File: src/rtl/rampchk_pkg.sv
package rampchk_pkg;

    localparam int LANE_W    = 16;
    localparam int DATA_W    = 14;
    localparam int PAD_W     = LANE_W - DATA_W;
    localparam int NUM_LANES = 2;
    localparam int WORD_W    = LANE_W * NUM_LANES;

    // lane index 0 is Q (low half), lane index 1 is I (high half)
    localparam int LANE_Q = 0;
    localparam int LANE_I = 1;

    typedef logic [DATA_W-1:0] ramp_val_t;

    typedef struct packed {
        logic      vld;
        ramp_val_t val;
    } lane_smp_t;

    typedef struct packed {
        logic locked;
        logic err;
    } lane_stat_t;

    typedef enum logic {
        ST_HUNT  = 1'b0,
        ST_TRACK = 1'b1
    } lane_state_e;

    function automatic ramp_val_t ramp_next(input ramp_val_t v);
        return v + ramp_val_t'(1);
    endfunction

    function automatic ramp_val_t lane_field(input logic [LANE_W-1:0] half, input logic inv);
        ramp_val_t raw;
        raw = half[LANE_W-1 -: DATA_W];
        return inv ? ~raw : raw;
    endfunction

endpackage

File: src/rtl/rampchk_lane.sv
module rampchk_lane
    import rampchk_pkg::*;
(
    input  logic       clk,
    input  logic       rst,
    input  logic       en_i,
    input  lane_smp_t  smp_i,
    output lane_stat_t stat_o
);

    lane_state_e state_q;
    ramp_val_t   expect_q;
    logic        err_q;
    logic        is_zero;
    logic        mismatch;

    assign is_zero  = (smp_i.val == '0);
    assign mismatch = (smp_i.val != expect_q);

    always_ff @(posedge clk) begin
        if (rst || !en_i) begin
            state_q  <= ST_HUNT;
            expect_q <= '0;
            err_q    <= 1'b0;
        end else if (smp_i.vld) begin
            case (state_q)
                ST_HUNT: begin
                    if (is_zero) begin
                        state_q  <= ST_TRACK;
                        expect_q <= ramp_next('0);
                    end
                end
                ST_TRACK: begin
                    if (mismatch) begin
                        err_q <= 1'b1;
                    end
                    expect_q <= ramp_next(expect_q);
                end
                default: state_q <= ST_HUNT;
            endcase
        end
    end

    assign stat_o.locked = (state_q == ST_TRACK);
    assign stat_o.err    = err_q;

    AST_ERR_NEEDS_LOCK: assert property (@(posedge clk) disable iff (rst)
        stat_o.err |-> stat_o.locked);

    AST_NO_LOCK_ON_NONZERO: assert property (@(posedge clk) disable iff (rst)
        (!stat_o.locked && en_i && smp_i.vld && !is_zero) |=> !stat_o.locked);

    AST_STICKY_FLAGS: assert property (@(posedge clk) disable iff (rst)
        (stat_o.err && en_i) |=> stat_o.err);

    AST_DISABLE_CLEARS: assert property (@(posedge clk) disable iff (rst)
        !en_i |=> (!stat_o.locked && !stat_o.err));

    AST_IDLE_HOLDS: assert property (@(posedge clk) disable iff (rst)
        (en_i && !smp_i.vld) |=> ($stable(stat_o.locked) && $stable(stat_o.err)));

endmodule

File: config.mk
export PLATFORM = sky130hd
export DESIGN_NAME = rampchk_lane
export DESIGN_NICKNAME = d
export VERILOG_FILES = /design/src/rtl/rampchk_pkg.sv /design/src/rtl/rampchk_lane.sv
export SDC_FILE = /design/constraint.sdc
export NUM_CORES = 1
export LEC_CHECK = 0
export ABC_AREA = 1
export CAP_MARGIN = 20
export CORE_ASPECT_RATIO = 0.6
export CORE_MARGIN = 5
export CORE_UTILIZATION = 47
export DETAILED_ROUTE_END_ITERATION = 7
export PLACE_DENSITY = 0.76
export SLEW_MARGIN = 5
export SYNTH_ARGS = -nofsm -noshare
export SYNTH_HDL_FRONTEND = slang
export SYNTH_SLANG_ARGS = --single-unit
File: constraint.sdc
create_clock -name clk -period 1.26 [get_ports clk]
set_input_delay 0.252 -clock clk [delete_from_list [all_inputs] [get_ports clk]]
set_output_delay 0.252 -clock clk [all_outputs]
set_load 0.02 [all_outputs]
# Word-level counts from Yosys, hierarchy flattened
# Index checks and enable logic that the tools add are counted.
totals:
  out_inout_bits: 2
  register_bits: 16
  elab_cells: 16
op_classes:
  addsub: 1
  bitwise: 1
  n_eq_ne: 2
  n_reduce_logical: 5
  muxes: 4
ops:
  columns: ["op", "count"]
  rows:
  - ["$pmux 14 s2", 1]
  - ["$add 14x1->14 const B", 1]
  - ["$logic_not 14->1", 1]
  - ["$mux 14", 1]
  - ["$ne 14x14->1", 1]
  - ["$reduce_and 3->1", 1]
  - ["$mux 1", 2]
  - ["$ne 2x2->1 const B", 1]
  - ["$reduce_and 2->1", 1]
  - ["$logic_not 1->1", 1]
  - ["$logic_or 1x1->1", 1]
  - ["$not 1->1", 1]

# Depth between registers and ports, before layout
# Gate-level depths: netlist of run 1.
logic_depth:
  ltp_word: 3
  depth_mapped: 9

# Worst setup path after synthesis of run 1
# No wires, ideal clock.
synth_timing:
  path_type: "register to register"
  from: "register expect_q[1]"
  to: "register expect_q[12]"
  slack_ps: 38
  period_less_slack_ps: 1222
  n_path_buf: 0
  arrival_time_ps: 1106
  stages_incl_launch_ff: 9
  cell_sequence: "dfxtp_1 ha_1 nand2_2 nor2_4 nand3_2 nor2_2 nand3_1 nand2_1 a21oi_1"
synth_between:
  elab_chain_len: 2
synth_lines:
  columns: ["item", "line_no", "source"]
  rows:
  - ["from (decl)", "rampchk_lane.sv:12", "ramp_val_t expect_q;"]
  - ["from (signal assigned)", "rampchk_lane.sv:30", "expect_q <= ramp_next('0);"]
  - ["from (signal assigned)", "rampchk_lane.sv:37", "expect_q <= ramp_next(expect_q);"]
  - ["$add 14x1->14", "rampchk_pkg.sv:31", "return v + ramp_val_t'(1);"]
  - ["$pmux 14 s2", "rampchk_lane.sv:26", "case (state_q)"]
# No other way between the ends.
# A chain may end at the register's enable or synchronous reset.

# Worst setup path after layout of run 1
layout_timing:
  from: "register expect_q[1]"
  to: "register expect_q[13]"
# Same word-level chain as after synthesis.

==> impl_metrics.tcl, run 1 <==
set metrics [dict create \
    htree_levels 1 \
    dieWidth_um 75.2 \
    area_growth_pct 46.3 \
    synth_area_um2 1200 \
    synth-compound-area-share_pct 9.70 \
    dp_cells 269 \
    p_leak_nw 0.827 \
    die_y_um 49.1 \
    violations "setup timing" \
    avgSynthCellArea_um2 5.97 \
    crit_family "simple AND/OR/NAND/NOR gates" \
    cp_cell_sequence "buf_4 -> nand3_2 -> nor2_4 -> nand3b_4 -> nor3_4 -> nand2_1 -> nand2_1 -> nor2_1" \
    yosys.area_share.simple_pct 48.0 \
    yosysSeqAreaShare_pct 26.7 \
    finalWirelength_mm 3.12 \
    synth_xor_xnor_area_share_pct 1.46 \
    start_util_pct 48.6 \
    antenna_left 0 \
    multi_input_area_um2 830 \
    gp_congestion 0.841 \
    cts-buffers-inserted 3 \
    ys_types 28 \
    max-cap-violations 0 \
    status "finished with violations" \
    die-area_um2 3700 \
    synth_top_family_by_area "simple AND/OR/NAND/NOR gates" \
    path_buf_inv 1 \
    grt_pass1_wl_mm 4.93 \
    worst-path-stages 8 \
    synth_nets 220 \
    tns_ns -0.00447 \
    path_clk_slew_ns 0.07 \
    cp.arrival_ns 1.41 \
    wl_per_cell_um 11.3 \
    final_max_slew_viol_count 0 \
    hold_viol 0 \
    reg2reg_depth 8 \
    insertion_delay_ns 0.26 \
    cp_common_cell "nand2_1" \
    worstHoldPathCells 2 \
    register_area_um2 334 \
    antenna_found_initial 0 \
    row_count 14 \
    endpoint "expect_q[13]" \
    synth-edff-count 0 \
    cts_tree "done" \
    ios 20 \
    finalSetupViolCount 1 \
    grt_overflow 0 \
    drc 0 \
    cts_sinks 16 \
    synthArstFlopShare_pct 0 \
    synthCells 201 \
    total_power_mw 1.03 \
    peakVddDrop_uv 711 \
    slew_headroom_pct 85.6 \
    worst_hold_path_type "reg -> reg" \
    layout_commonest_cell "nand2_1" \
    p_per_area_nw_per_um2 587 \
    finClkSkew_ns 0.0113 \
    synth_flop_cell "dfxtp_1" \
    ff2ff_setup_slack_ns -0.004 \
    clockRootBuffer "clkbuf_8" \
    yosys_warnings 0 \
    r2r-end "expect_q[13]" \
    finalCritPeriodShare_pct 100 \
    viasPerCell 4.80 \
    final_cell_mix "nand2_1 (74), inv_1 (30), buf_4 (22), dlygate4sd2_1 (16)" \
    setup_slack_ns -0.00447 \
    initialDrtViolationCount 75 \
    grt_max_degree 9 \
    dp_hpwl_mm 2.29 \
    hold_buffers 0 \
    clock_path_buffers 2 \
    instances_no_fill 277 \
    vias 1329 \
    yosys_register_bits 16 \
    grt_setup_unrepaired "yes" \
    startpoint "expect_q[1]" \
    max_slew.worst_pin.slew_ns 0.215 \
    grt_pass1_vias 1102 \
    slowest_stage "dfxtp_4" \
    muxShareOfSynthArea_pct 0 \
    start_kind "register" \
    port-buffer-count 19 \
    critPathRequiredTime_ns 1.41 \
    period_needed_ns 1.26 \
    synthAdderAreaFrac_pct 1.04 \
    drive_above_1_share_pct 28.2 \
    crit_type "reg -> reg" \
    layout.nets 266 \
    core_area_um2 2470 \
    insertedDiodeCount 0 \
    maxClockFrequency_ghz 0.791 \
    reg2reg_from "expect_q[1]" \
    max_stage_delay_ns 0.37 \
    grt_util_all_layers_pct 17.7 \
    fillers 207 \
    cp_max_fo 4 \
    firstDrtPassIters 4 \
    end_kind "register" \
]
## worst min-delay path, delay by kind of cell, from the launching register on
family	cells	cell delay (ns)
buf+inv	1	0.04
compound gates	1	0.05
flops	1	0.31
## cells in the mapped netlist, types with 2 or more instances
cell / count / area share (%)
o21ai_0: 3 / 1.3
or2_2: 2 / 1.0
inv_1: 33 / 10
nor2_4: 3 / 2.8
nor2_1: 15 / 4.7
a21oi_1: 15 / 6.3
buf_4: 2 / 1.3
o21ai_1: 2 / 0.83
nand3_2: 4 / 3.3
nand2_2: 2 / 1.0
nand3_1: 8 / 3.3
nand4_1: 4 / 2.1
dfxtp_1: 16 / 27
nand2_1: 77 / 24
nor2_2: 2 / 1.0
## through the flow
stage / hold slack (ns) / instance area, um2 / util, % / setup WS (ns)
after floorplan: 0.430 / 1200 / - / 0.0381
after global placement: 0.446 / 1570 / 63.4 / -0.370
after detailed placement: 0.446 / 1570 / 63.4 / -0.423
after CTS: 0.454 / 1670 / 67.4 / 0.00971
after global routing: 0.459 / 1760 / 71.1 / -0.0817
final: 0.452 / 1760 / 71.1 / -0.00447
## kinds of logic (layout without fill, tap and decap cells)
kind of cell	after synthesis	in the layout
xor+xnor	2	2
buf+inv	38	81
compound gates	22	23
simple gates	122	122
fa+ha+maj	1	1
flops	16	16
## power by group
part	internal [mW]	switching [mW]
clock network	0.213	0.188
logic	0.0648	0.0631
registers	0.501	0.00000179
total	0.779	0.251
## final cells by class
type	instances	area share (%)
Clock buffer	3	2.35
Multi-Input combinational cell	148	47.3
Tap cell	32	2.28
Timing Repair Buffer	43	21.4
Sequential cell	16	19.0
Inverter	35	7.70
## layer usage
layer,global-route usage [%],wire (um)
met1,28.0,1490
met2,21.5,1310
met3,6.38,297
met4,4.65,15
met5,0,0
## worst min path at each step
stage	slack [ns]	start	end
2_1_floorplan	0.43	err_q	err_q
3_3_place_gp	0.45	err_q	err_q
3_5_place_dp	0.45	err_q	err_q
4_1_cts	0.45	err_q	err_q
5_1_grt	0.46	err_q	err_q
6_report	0.45	err_q	err_q
## state kept, by name, indices dropped and copies added, names as in the netlist
name and flops:
state_q 1, err_q 1, expect_q 14
## timing repair
action,in CTS,in global routing
buffers inserted,3,1
gates cloned,1,0
endpoints found under the hold margin,0,0
pin swaps,8,9
resized for setup,29,24
setup endpoints to repair,17,13
(Power assumes the default switching activity.)
==> run 2: changes to the inputs <==
--- a/config.mk
+++ b/config.mk
@@ -6,7 +6,6 @@
 export NUM_CORES = 1
 export LEC_CHECK = 0
 export ABC_AREA = 1
-export CAP_MARGIN = 20
 export CORE_ASPECT_RATIO = 0.6
 export CORE_MARGIN = 5
 export CORE_UTILIZATION = 47
==> results of run 2 <==
Final layout, timing and power as in run 1 (identical DEF).
==> run 3: changes to the inputs <==
--- a/config.mk
+++ b/config.mk
@@ -10,6 +10,7 @@
 export CORE_MARGIN = 5
 export CORE_UTILIZATION = 47
 export DETAILED_ROUTE_END_ITERATION = 7
+export HOLD_SLACK_MARGIN = 0.03
 export PLACE_DENSITY = 0.76
 export SLEW_MARGIN = 5
 export SYNTH_ARGS = -nofsm -noshare
==> results of run 3 <==
Final layout, timing and power as in run 1 (identical DEF).
